## config.mk

```make
export PLATFORM = sky130hd
export DESIGN_NAME = uart_rx_irq_ctrl
export DESIGN_NICKNAME = d
export VERILOG_FILES = /design/src/rtl/uart_rx_irq_pkg.sv /design/src/rtl/rx_fifo_dp.sv /design/src/rtl/rx_irq_ctl.sv /design/src/rtl/uart_rx_irq_ctrl.sv
export SDC_FILE = /design/constraint.sdc
export NUM_CORES = 1
export LEC_CHECK = 0
export BUFFER_PORTS_ARGS = -buffer_cell sky130_fd_sc_hd__buf_2
export CAP_MARGIN = 15
export CORE_MARGIN = 3
export CORE_UTILIZATION = 40
export DETAILED_ROUTE_END_ITERATION = 10
export GPL_ROUTABILITY_DRIVEN = 0
export HOLD_SLACK_MARGIN = 0.08
export PLACE_DENSITY = 0.55
export SETUP_SLACK_MARGIN = 0.5
export SYNTH_ARGS = -nofsm -noshare
export SYNTH_HDL_FRONTEND = slang
export SYNTH_SLANG_ARGS = --single-unit
```

## constraint.sdc

```tcl
create_clock -name clk -period 4.5 [get_ports clk]
set_input_delay 0.225 -clock clk [delete_from_list [all_inputs] [get_ports clk]]
set_output_delay 0.225 -clock clk [all_outputs]
set_load 0.05 [all_outputs]
```

## src/rtl/uart_rx_irq_pkg.sv

```systemverilog
package uart_rx_irq_pkg;
  localparam int STAT_W  = 11;
  localparam int BIT_LVL = 4;
  localparam int BIT_RTO = 6;
  localparam int BIT_FE  = 7;
  localparam int BIT_PE  = 8;
  localparam int BIT_BE  = 9;
  localparam int BIT_OE  = 10;

  localparam logic [1:0] SEL_MASK = 2'd0;
  localparam logic [1:0] SEL_CLR  = 2'd1;
  localparam logic [1:0] SEL_TRIG = 2'd2;

  // strobes from control to datapath
  typedef struct packed {
    logic push;
    logic pop;
    logic tickClr;
    logic tickInc;
  } dpStrobe_t;
endpackage

```

## src/rtl/rx_fifo_dp.sv

```systemverilog
module rx_fifo_dp
  import uart_rx_irq_pkg::*;
#(
  parameter int DEPTH  = 16,
  parameter int DATA_W = 8,
  parameter int TICK_W = 7,
  parameter int LVL_W  = $clog2(DEPTH + 1)
) (
  input  logic              clk,
  input  logic              rstN,
  input  dpStrobe_t         stb,
  input  logic [DATA_W-1:0] wrData,
  output logic [DATA_W-1:0] headData,
  output logic [LVL_W-1:0]  level,
  output logic [TICK_W-1:0] tickCnt
);
  localparam int PTR_W = (DEPTH > 1) ? $clog2(DEPTH) : 1;

  logic [DATA_W-1:0] mem [DEPTH];
  logic [PTR_W-1:0]  wrPtr, rdPtr;

  function automatic logic [PTR_W-1:0] ptrInc(input logic [PTR_W-1:0] p);
    return (p == PTR_W'(DEPTH - 1)) ? '0 : p + 1'b1;
  endfunction

  always_ff @(posedge clk) begin
    if (stb.push) mem[wrPtr] <= wrData;
  end

  always_ff @(posedge clk) begin
    if (!rstN) begin
      wrPtr <= '0;
      rdPtr <= '0;
      level <= '0;
    end else begin
      if (stb.push) wrPtr <= ptrInc(wrPtr);
      if (stb.pop)  rdPtr <= ptrInc(rdPtr);
      level <= level + LVL_W'(stb.push) - LVL_W'(stb.pop);
    end
  end

  always_ff @(posedge clk) begin
    if (!rstN)            tickCnt <= '0;
    else if (stb.tickClr) tickCnt <= '0;
    else if (stb.tickInc) tickCnt <= tickCnt + 1'b1;
  end

  assign headData = (level != '0) ? mem[rdPtr] : '0;
endmodule

```

## src/rtl/rx_irq_ctl.sv

```systemverilog
module rx_irq_ctl
  import uart_rx_irq_pkg::*;
#(
  parameter int DEPTH       = 16,
  parameter int TICK_W      = 7,
  parameter int LVL_W       = $clog2(DEPTH + 1),
  parameter int RTO_BITS    = 32,
  parameter int RTO_BITS_HS = 64
) (
  input  logic              clk,
  input  logic              rstN,
  input  logic              rxValid,
  input  logic              rdEn,
  input  logic              baudTick,
  input  logic              highSpeed,
  input  logic              frameErrIn,
  input  logic              parityErrIn,
  input  logic              breakErrIn,
  input  logic              regWe,
  input  logic [1:0]        regSel,
  input  logic [STAT_W-1:0] regWdata,
  input  logic [LVL_W-1:0]  level,
  input  logic [TICK_W-1:0] tickCnt,
  output dpStrobe_t         stb,
  output logic [STAT_W-1:0] rawStatus,
  output logic [STAT_W-1:0] maskedStatus
);
  logic [STAT_W-1:0] maskReg;
  logic [2:0]        trigSel;
  logic              rtoFlag, feFlag, peFlag, beFlag, oeFlag;
  logic              isEmpty, isFull, clrWr;
  logic [TICK_W-1:0] limit, tickNext;
  logic [LVL_W-1:0]  levelAfter, trigLevel;
  logic              rtoHit, drainsEmpty, dropChar;

  assign isEmpty = (level == '0);
  assign isFull  = (level == LVL_W'(DEPTH));
  assign clrWr   = regWe && (regSel == SEL_CLR);

  always_comb begin
    stb.pop     = rdEn && !isEmpty;
    stb.push    = rxValid && (!isFull || stb.pop);
    stb.tickClr = rxValid || rdEn || isEmpty;
    limit       = highSpeed ? TICK_W'(RTO_BITS_HS) : TICK_W'(RTO_BITS);
    tickNext    = tickCnt + 1'b1;
    stb.tickInc = baudTick && !stb.tickClr && (tickCnt < limit);
  end

  assign rtoHit      = stb.tickInc && (tickNext == limit);
  assign levelAfter  = level + LVL_W'(stb.push) - LVL_W'(stb.pop);
  assign drainsEmpty = (levelAfter == '0);
  assign dropChar    = rxValid && !stb.push;

  always_comb begin
    case (trigSel)
      3'd0:    trigLevel = LVL_W'(DEPTH / 8);
      3'd1:    trigLevel = LVL_W'(DEPTH / 4);
      3'd2:    trigLevel = LVL_W'(DEPTH / 2);
      3'd3:    trigLevel = LVL_W'((DEPTH * 3) / 4);
      default: trigLevel = LVL_W'(DEPTH - 2);
    endcase
  end

  always_ff @(posedge clk) begin
    if (!rstN) begin
      maskReg <= '0;
      trigSel <= 3'd2;
    end else if (regWe) begin
      if (regSel == SEL_MASK) maskReg <= regWdata;
      if (regSel == SEL_TRIG) trigSel <= regWdata[2:0];
    end
  end

  always_ff @(posedge clk) begin
    if (!rstN) begin
      rtoFlag <= 1'b0;
      feFlag  <= 1'b0;
      peFlag  <= 1'b0;
      beFlag  <= 1'b0;
      oeFlag  <= 1'b0;
    end else begin
      if (drainsEmpty) rtoFlag <= 1'b0;
      else if (rtoHit) rtoFlag <= 1'b1;
      else if (clrWr && regWdata[BIT_RTO]) rtoFlag <= 1'b0;
      feFlag <= frameErrIn  || (feFlag && !(clrWr && regWdata[BIT_FE]));
      peFlag <= parityErrIn || (peFlag && !(clrWr && regWdata[BIT_PE]));
      beFlag <= breakErrIn  || (beFlag && !(clrWr && regWdata[BIT_BE]));
      oeFlag <= dropChar    || (oeFlag && !(clrWr && regWdata[BIT_OE]));
    end
  end

  always_comb begin
    rawStatus          = '0;
    rawStatus[BIT_LVL] = (level >= trigLevel);
    rawStatus[BIT_RTO] = rtoFlag;
    rawStatus[BIT_FE]  = feFlag;
    rawStatus[BIT_PE]  = peFlag;
    rawStatus[BIT_BE]  = beFlag;
    rawStatus[BIT_OE]  = oeFlag;
    maskedStatus       = rawStatus & maskReg;
  end
endmodule

```

## src/rtl/uart_rx_irq_ctrl.sv

```systemverilog
module uart_rx_irq_ctrl
  import uart_rx_irq_pkg::*;
#(
  parameter int DEPTH       = 16,
  parameter int DATA_W      = 8,
  parameter int RTO_BITS    = 32,
  parameter int RTO_BITS_HS = 64,
  parameter int LVL_W       = $clog2(DEPTH + 1),
  parameter int TICK_W      = $clog2(RTO_BITS_HS + 1)
) (
  input  logic              clk,
  input  logic              rstN,
  input  logic              rxValid,
  input  logic [DATA_W-1:0] rxData,
  input  logic              frameErrIn,
  input  logic              parityErrIn,
  input  logic              breakErrIn,
  input  logic              baudTick,
  input  logic              highSpeed,
  input  logic              rdEn,
  output logic [DATA_W-1:0] rdData,
  output logic [LVL_W-1:0]  fifoLevel,
  input  logic              regWe,
  input  logic [1:0]        regSel,
  input  logic [STAT_W-1:0] regWdata,
  output logic [STAT_W-1:0] rawStatus,
  output logic [STAT_W-1:0] maskedStatus,
  output logic              levelIrq,
  output logic              timeoutIrq,
  output logic              overrunFlag,
  output logic              irqOut
);
  dpStrobe_t         stb;
  logic [TICK_W-1:0] tickCnt;

  rx_fifo_dp #(
    .DEPTH(DEPTH), .DATA_W(DATA_W), .TICK_W(TICK_W), .LVL_W(LVL_W)
  ) u_dp (
    .clk(clk), .rstN(rstN), .stb(stb), .wrData(rxData),
    .headData(rdData), .level(fifoLevel), .tickCnt(tickCnt)
  );

  rx_irq_ctl #(
    .DEPTH(DEPTH), .TICK_W(TICK_W), .LVL_W(LVL_W),
    .RTO_BITS(RTO_BITS), .RTO_BITS_HS(RTO_BITS_HS)
  ) u_ctl (
    .clk(clk), .rstN(rstN), .rxValid(rxValid), .rdEn(rdEn),
    .baudTick(baudTick), .highSpeed(highSpeed),
    .frameErrIn(frameErrIn), .parityErrIn(parityErrIn), .breakErrIn(breakErrIn),
    .regWe(regWe), .regSel(regSel), .regWdata(regWdata),
    .level(fifoLevel), .tickCnt(tickCnt), .stb(stb),
    .rawStatus(rawStatus), .maskedStatus(maskedStatus)
  );

  assign levelIrq    = maskedStatus[BIT_LVL];
  assign timeoutIrq  = maskedStatus[BIT_RTO];
  assign overrunFlag = rawStatus[BIT_OE];
  assign irqOut      = |maskedStatus;
endmodule

```

==> summary.md, run 1 <==
| Metric | Value |
|---|---|
| Status | complete, no violations |
| Post-CTS setup buffer count | 0 |
| Layout fillers | between 1000 and 1500 |
| Fraction of the yosys area taken by sequential cells | 64.64% |
| Final hold viol count | 0 |
| Pins over their slew limit | 0 |
| Number of buffers inserted by port buffering | 57 |
| Total Routing Usage GR | 14.33% |
| Setup TNS after final layout | 0 ns |
| Portion of the clock cycle consumed by the worst path in the final layout | 74.10% |
| Total standard cell area after synthesis | 0.007123 sq mm |
| Most frequently used flop master after synthesis | edfxtp_1 |
| Highest Clock Rate | 299.9 MHz |
| Maximum fanout along the worst path | 10 |
| Pre-CTS setup slack | 1.173 ns |
| Count of TritonRoute iterations in the first routing pass | 4 |
| Required arrival time at the worst endpoint | 4.79 ns |
| Unrepaired setup endpoints after global routing | false |
| PnR Total Power | 4.322 mW |
| Slack of the critical path | 1.166 ns |
| Setup Crit Path Kind | flip-flop to flip-flop |
| CTS clk-pin slew, worst paths | around 0.070 ns |
| Number of global-route vias before repair | 3988 |
| Min cycle time layout | 3.334 ns |
| Clk sink count | roughly 170 |
| Placed cell area | 0.007546 sq mm |
| Total wire length after detailed routing | 13140 um |
| Yosys reg bits | 166 |
| Syn. warnings | 0 |
| Worst min-delay path category | input pin to flip-flop |
| Final hold slack | 0.1331 ns |
| Largest net degree at the start of global routing | 33 |
| Buffers from clock root to sink, at most | 2 |
| Worst vdd rail ir drop | 0.2923 mV |
| Largest cells by area after synthesis | edfxtp_1 54%, mux4_2 13%, dfxtp_1 11% |
| Setup Skew | 0.01502 ns |
| TritonCTS buffer count | 17 |
| Ordered list of cells on the worst path | inv_1, ha_1, nor4b_2, buf_4, nand2b_1, or2_2, nand2_1, ha_1, inv_1, fa_1, nand2b_1, a21oi_1, xnor2_1, nor4_1, nor3_2 |
| Number of ports placed on the die boundary | 70 |
| Number of diodes | 0 |
| Delay of the slowest cell on the worst path | 0.40 ns |
| Antenna Nets Post-Route | 0 |
| Antenna violations before repair | 0 |
| Most frequent cells in the layout | 128 x edfxtp_1, 57 x buf_2, 40 x mux4_2 |
| Number of vias after detailed routing | between 3000 and 4000 |
| Number of DRC violations after detailed routing | 0 |
| Die Wd | 139.4 um |
| Clock latency of the later-clocked register in the worst-skew pair | roughly 0.43 ns |
| Post-synth top area cell | edfxtp_1 |
| Most frequent standard cell in the layout excluding fill and tap cells | edfxtp_1 |
| Max-capacitance violation count | 0 |
| Worst slew margin relative to its limit | a little under two fifths |
| Slew at the pin with the worst max-slew slack | 0.9233 ns |
| Area added between synthesis and finish | 15.97% |
| Total non-filler cell area in the finished layout | 0.008260 sq mm |
| PD cells | between 500 and 600 mW/mm^2 |
| Number of flops mapped to enable cells by yosys | between 100 and 150 |
| Residual overflow from global routing | 0 |
| Synth top area share | between 50% and 60% |
| Cells after synthesis | 454 |
| Static Leak | 2.887 nW |
| Ratio of cells with drive above 1 in the final layout | between 20% and 30% |
| Core area | about 0.017 sq mm |
| Data arrival time of the critical path | about 3.6 ns |
| Share of flip-flops with an asynchronous set or reset after synthesis | 0% |
| Endpoints failing setup | 0 |
| Detailed Place HPWL | roughly 9000 um |
| Startpoint class of the critical path | flip-flop |
| Worst R2R Setup Slack | 1.17 ns |
| H-tree lvl count | 4 |
| CP Capture Type | flip-flop |
| Initial Util | about two fifths |
| Clock tree from TritonCTS | done |
| Number of core rows | between 40 and 50 |
| Number of nets in the layout | 566 |
| Total die area | 0.01944 sq mm |
| Number of placed instances with taps included | between 700 and 800 |
| Number of distinct library cells after synthesis | 52 |
| Clock root buffer | clkbuf_16 |
| Global-route wire length before repair | 21450 um |
| Final cell count without fillers | 755 |
| Max stage delay cell, worst path | fa_1 |
| Vertical die dimension | between 100 and 150 um |
| Ratio of routed vias to standard cells | 5.123 |
| Syn avg cell area | 15.69 sq um |
| Routed wirelength normalized by instance count | approximately 17 um |
| Iter 0 DRT Violations | 189 |
| Post-layout utilization of the core | 47.59% |
-- routing by layer --
layer  share of wire, %  global-route usage [%]
met1                 44                   18.53
met2                 51                   23.82
met3                4.3                   3.814
met4                1.0                   4.377
met5                  0                       0
-- kinds of logic (layout without fill, tap and decap cells) --
group | Yosys count | count (layout) | share of synthesized area [%]
adders and majority gates | 17 | 17 | 3.091
other | 1 | 10 | 0.05265
DFF | 166 | 166 | 64.64
buffers and inverters | 46 | 113 | 3.689
AOI/OAI and AO/OA | 36 | 36 | 3.162
muxes | 51 | 51 | 14.19
and+or+nand+nor | 126 | 126 | 9.819
xor gates and xnor gates | 11 | 11 | 1.353
-- final cells by class --
type,count,area (sq um),share of cell area [%]
well taps,225,281.5,3.408
multi-input cells,251,2310,27.96
inverters,9,33.78,0.4090
clock inverters,13,165.2,1.999
repair buffers,73,435.4,5.271
flip-flops and latches,166,4606,55.76
clock buffers,18,429.2,5.195
-- critical path, delay by kind of cell (launching register included) --
kind / cells / cell delay (ns)
AOI/OAI and AO/OA: 1 / 0.15
xor gates and xnor gates: 1 / 0.10
adders and majority gates: 3 / 0.80
buffers and inverters: 3 / 0.32
DFF: 1 / 0.39
and+or+nand+nor: 7 / 1.44
-- cell usage after synthesis (2+ instances only) --
| cell | instances |
|---|---|
| a21boi_0 | 2 |
| a21oi_1 | 16 |
| a31oi_1 | 2 |
| and2_1 | 11 |
| and3b_1 | 2 |
| buf_1 | 4 |
| buf_2 | 3 |
| buf_4 | 17 |
| buf_6 | 3 |
| clkbuf_1 | 10 |
| dfxtp_1 | 38 |
| edfxtp_1 | 128 |
| ha_1 | 16 |
| inv_1 | 9 |
| mux2i_1 | 11 |
| mux4_2 | 40 |
| nand2_1 | 23 |
| nand2b_1 | 6 |
| nand3_1 | 6 |
| nand3b_1 | 2 |
| nor2_1 | 26 |
| nor2b_1 | 26 |
| nor3_1 | 8 |
| nor4b_2 | 2 |
| o21ai_0 | 4 |
| o21ai_1 | 2 |
| or3_1 | 2 |
| or4b_1 | 2 |
| xnor2_1 | 6 |
| xor2_1 | 5 |
-- final timing paths --
kind	start	end	cells after the start
worst max-delay path	u_dp.level[2]	u_ctl.rtoFlag	15
worst min-delay path	rxValid	u_ctl.oeFlag	3
worst max register to register	u_dp.level[2]	u_ctl.rtoFlag	15
worst min register to register	u_ctl.maskReg[10]	u_ctl.maskReg[10]	2
-- flip-flops by register name (all words and copies together), names as in the netlist, named ones only --
name           cells
u_ctl.feFlag       1
u_ctl.rtoFlag      1
u_dp.rdPtr         4
u_ctl.oeFlag       1
u_ctl.peFlag       1
u_dp.mem         128
u_dp.level         5
u_ctl.trigSel      3
u_ctl.maskReg      6
u_dp.wrPtr         4
u_ctl.beFlag       1
u_dp.tickCnt       7
-- power breakdown --
group          total [mW]  switching (mW)  internal (mW)
combinational        1.08           0.655          0.423
sequential           1.79          0.0802           1.71
clock                1.45           0.616          0.837
-- what timing repair did --
action / 4_1_cts / 5_1_grt
endpoints found under the setup margin: 0 / 0
endpoints found under the hold margin: 12 / 0
gates resized for setup: 0 / 0
hold buffers: 12 / 0
No activity file was read; power rests on OpenSTA's default activity.
==> inputs of run 2 (changes only) <==
--- a/config.mk
+++ b/config.mk
@@ -12,7 +12,7 @@
 export DETAILED_ROUTE_END_ITERATION = 10
 export GPL_ROUTABILITY_DRIVEN = 0
 export HOLD_SLACK_MARGIN = 0.08
-export PLACE_DENSITY = 0.55
+export PLACE_DENSITY = 0.57
 export SETUP_SLACK_MARGIN = 0.5
 export SYNTH_ARGS = -nofsm -noshare
 export SYNTH_HDL_FRONTEND = slang
==> constraint.sdc (replaced) <==
create_clock -name clk -period 2.9 [get_ports clk]
set_input_delay 0.145 -clock clk [delete_from_list [all_inputs] [get_ports clk]]
set_output_delay 0.145 -clock clk [all_outputs]
set_load 0.05 [all_outputs]
==> run 2 against run 1 <==
  * Critical path depth fell by 9
  * Highest routed layer unchanged
  * Critical endpoint is now rdData[5]
  * Die area unchanged
  * Wire length grew 7.2%
==> summary.md, run 2 (same netlist as run 1, synthesis figures left out) <==
| Metric | Value |
|---|---|
| Status | complete, no violations (unchanged) |
| Routed wirelength normalized by instance count | 17.87 um (was 17.40 um) |
| Residual overflow from global routing | 0 (unchanged) |
| Highest Clock Rate | between 300 and 400 MHz |
| Number of global-route vias before repair | 4203 (was 3988) |
| Buffers from clock root to sink, at most | 2 (unchanged) |
| Final cell count without fillers | 788 (was 755) |
| PD cells | 821.2 mW/mm^2 (was 523.2 mW/mm^2) |
| Cell depth of the worst hold path | 1 (was 3) |
| Total wire length after detailed routing | 14080 um (was 13140 um) |
| Max-capacitance violation count | 0 (unchanged) |
| Core area | 0.01736 sq mm (unchanged) |
| Proportion of total power due to net switching | 32.15% (was 31.26%) |
| Area added between synthesis and finish | 23.34% (was 15.97%) |
| Clock tree from TritonCTS | done (unchanged) |
| Worst min-delay path category | input pin to flip-flop (unchanged) |
| Number of DRC violations after detailed routing | 0 (unchanged) |
| Initial Util | 41.04% (unchanged) |
| Required arrival time at the worst endpoint | 2.76 ns (was 4.79 ns) |
| Endpoints failing setup | 0 (unchanged) |
| Reg-to-Reg End | u_ctl.rtoFlag (unchanged) |
| Startpoint class of the critical path | flip-flop (unchanged) |
| Number of buffers inserted by port buffering | 57 (unchanged) |
| Power spent charging and discharging nets | 2.319 mW (was 1.351 mW) |
| Number of nets in the layout | 598 (was 566) |
| Setup TNS after final layout | 0 ns (unchanged) |
| Total Routing Usage GR | 15.26% (was 14.33%) |
| Internal power component | 4.895 mW (was 2.971 mW) |
| Antenna violations before repair | 0 (unchanged) |
| Ratio of cells with drive above 1 in the final layout | 35.52% (was 26.98%) |
| Slew at the pin with the worst max-slew slack | 0.7713 ns (was 0.9233 ns) |
| Reg2reg start | u_dp.level[2] (unchanged) |
| Area of combinational cells with multiple inputs | 0.002481 sq mm (was 0.002310 sq mm) |
| Register with the highest flop count | u_dp.mem (unchanged) |
| Maximum fanout along the worst path | 7 (was 10) |
| Count of TritonRoute iterations in the first routing pass | 4 (unchanged) |
| Ratio of routed vias to standard cells | 5.085 (was 5.123) |
| Global-route wire length before repair | 22710 um (was 21450 um) |
| Combinational fraction of design power | 33.5% (was 24.9%) |
| Number of diodes | 0 (unchanged) |
| Portion of the clock cycle consumed by the worst path in the final layout | approximately 88% |
| Ordered list of cells on the worst path | buf_12, buf_12, mux4_2, mux4_2, nor2b_4, buf_6 (was inv_1, ha_1, nor4b_2, buf_4, nand2b_1, or2_2, nand2_1, ha_1, inv_1, fa_1, nand2b_1, a21oi_1, xnor2_1, nor4_1, nor3_2) |
| Antenna Nets Post-Route | 0 (unchanged) |
| Unrepaired setup endpoints after global routing | true (was false) |
| Worst R2R Setup Slack | 0.36 ns (was 1.17 ns) |
| Critical path endpoint | rdData[5] (was u_ctl.rtoFlag) |
| Part of the power in registers | 38.2% (was 41.4%) |
| Min cycle time layout | 2.538 ns |
| Data arrival time of the critical path | 2.39 ns (was 3.63 ns) |
| R2r worst-path depth | 13 (was 15) |
| Iter 0 DRT Violations | 274 (was 189) |
| TritonCTS buffer count | 17 (unchanged) |
| Setup Crit Path Kind | flip-flop to output pin (was flip-flop to flip-flop) |
| Final hold slack | 0.1044 ns (was 0.1331 ns) |
| Number of ports placed on the die boundary | 70 (unchanged) |
| Number of vias after detailed routing | 4007 (was 3868) |
| Vertical die dimension | 139.4 um (unchanged) |
| Number of core rows | 48 (unchanged) |
| Clk sink count | 166 (unchanged) |
| Clock root buffer | clkbuf_16 (unchanged) |
| Layout fillers | 1413 (was 1481) |
| Max FFs per register | 128 (unchanged) |
| CP Capture Type | output pin (was flip-flop) |
| Worst slew margin relative to its limit | 48.39% (was 38.11%) |
| Fraction of power consumed by the clock network | 28.3% (was 33.6%) |
| Registers with the most flip-flops | u_dp.mem (128), u_dp.tickCnt (7), u_ctl.maskReg (6) (unchanged) |
| Pins over their slew limit | 0 (unchanged) |
| Detailed Place HPWL | 9476 um (was 8909 um) |
| CTS clk-pin slew, worst paths | 0.07 ns (about the same) |
| Flip-flop and latch area | 0.004626 sq mm (was 0.004606 sq mm) |
| Largest net degree at the start of global routing | 33 (unchanged) |
| Most frequent cells in the layout | 128 x edfxtp_1, 48 x buf_2, 40 x mux4_2 (was 128 x edfxtp_1, 57 x buf_2, 40 x mux4_2) |
| H-tree lvl count | 4 (unchanged) |
| Worst vdd rail ir drop | 0.5228 mV (was 0.2923 mV) |
| Final hold viol count | 0 (unchanged) |
| Most frequent standard cell in the layout excluding fill and tap cells | edfxtp_1 (unchanged) |
| Number of placed instances with taps included | 724 (was 712) |
| Total die area | 0.01944 sq mm (unchanged) |
| Static Leak | 3.117 nW (was 2.887 nW) |
| Setup Skew | 0.007653 ns (was 0.01502 ns) |
| Delay of the slowest cell on the worst path | 0.54 ns (was 0.40 ns) |
| Die Wd | 139.4 um (unchanged) |
| PnR Total Power | 7.215 mW (was 4.322 mW) |
| Max stage delay cell, worst path | mux4_2 (was fa_1) |
| Clock latency of the later-clocked register in the worst-skew pair | 0.42 ns (was 0.43 ns) |
-- run 2: cell types whose count changed in the layout (fill, tap and decap cells not counted), sizes merged --
cell	change
dlygate4sd3	+4
inv	-1
clkinvlp	+1
clkinv	+1
bufinv	-2
buf	+28
clkbuf	+2
-- run 2: worst min-delay path by stage --
stage                            from               end  slack (ns)
after CTS                   rxData[1]   u_dp.mem[10][1]        0.09
after detailed placement  regWdata[1]  u_ctl.trigSel[1]        0.38
after floorplan             rxData[0]    u_dp.mem[0][0]        0.24
final                       rxData[3]   u_dp.mem[15][3]        0.10
after global routing        rxData[4]   u_dp.mem[10][4]         0.1
after global placement    regWdata[1]  u_ctl.trigSel[1]        0.36
-- run 2: per-layer routing --
layer / up-vias / share of wire [%] / track usage, %
li1: 1894 / - / -
met3: 19 / 3.3 / 3.471
met2: 63 / 49 / 24.63
met4: 0 / 1.7 / 5.407
met1: 2031 / 46 / 20.45
met5: - / 0 / 0
-- run 2: area by class of cell --
class                           count  share of cell area, %
Clock buffer                       20                  4.970
Clock inverter                     12                  1.040
Inverter                            9                 0.4415
Multi-Input combinational cell    251                  28.24
Sequential cell                   166                  52.65
Tap cell                          225                  3.204
Timing Repair Buffer              105                  9.456
-- run 2: power by group through the flow --
stage / Combinational (mW) / Sequential [mW] / Clock, mW
finish: 2.42 / 2.76 / 2.04
detailed placement: 1.87 / 2.83 / 0
CTS: 2.34 / 2.76 / 2.08
global route: 2.58 / 2.76 / 2.22
floorplan: 1.35 / 2.90 / 0
global placement: 1.84 / 2.82 / 0
-- run 2: worst max-delay path, delay by kind of cell, from the launching register on --
| family | cells | cell delay [ns] |
|---|---|---|
| buf+inv | 3 | 0.41 |
| flops | 1 | 0.38 |
| simple gates | 1 | 0.15 |
| mux | 2 | 1.03 |
-- run 2: per-stage QoR --
step           cell area [sq um]  worst slack (ns)  utilization [%]
3_5_place_dp                7709           -0.2616            44.41
4_1_cts                     8738            0.2976            50.35
5_1_grt                     8786            0.2521            50.62
2_1_floorplan               7231            0.1936                -
3_3_place_gp                7709           -0.1425            44.41
6_report                    8786            0.3622            50.62
-- run 2: timing repair --
action,in CTS,in global routing
hold endpoints to repair,13,0
gates resized for setup,43,14
hold buffers,16,0
setup buffers,14,0
gates cloned,2,0
endpoints found under the setup margin,14,10
pin swaps,11,2
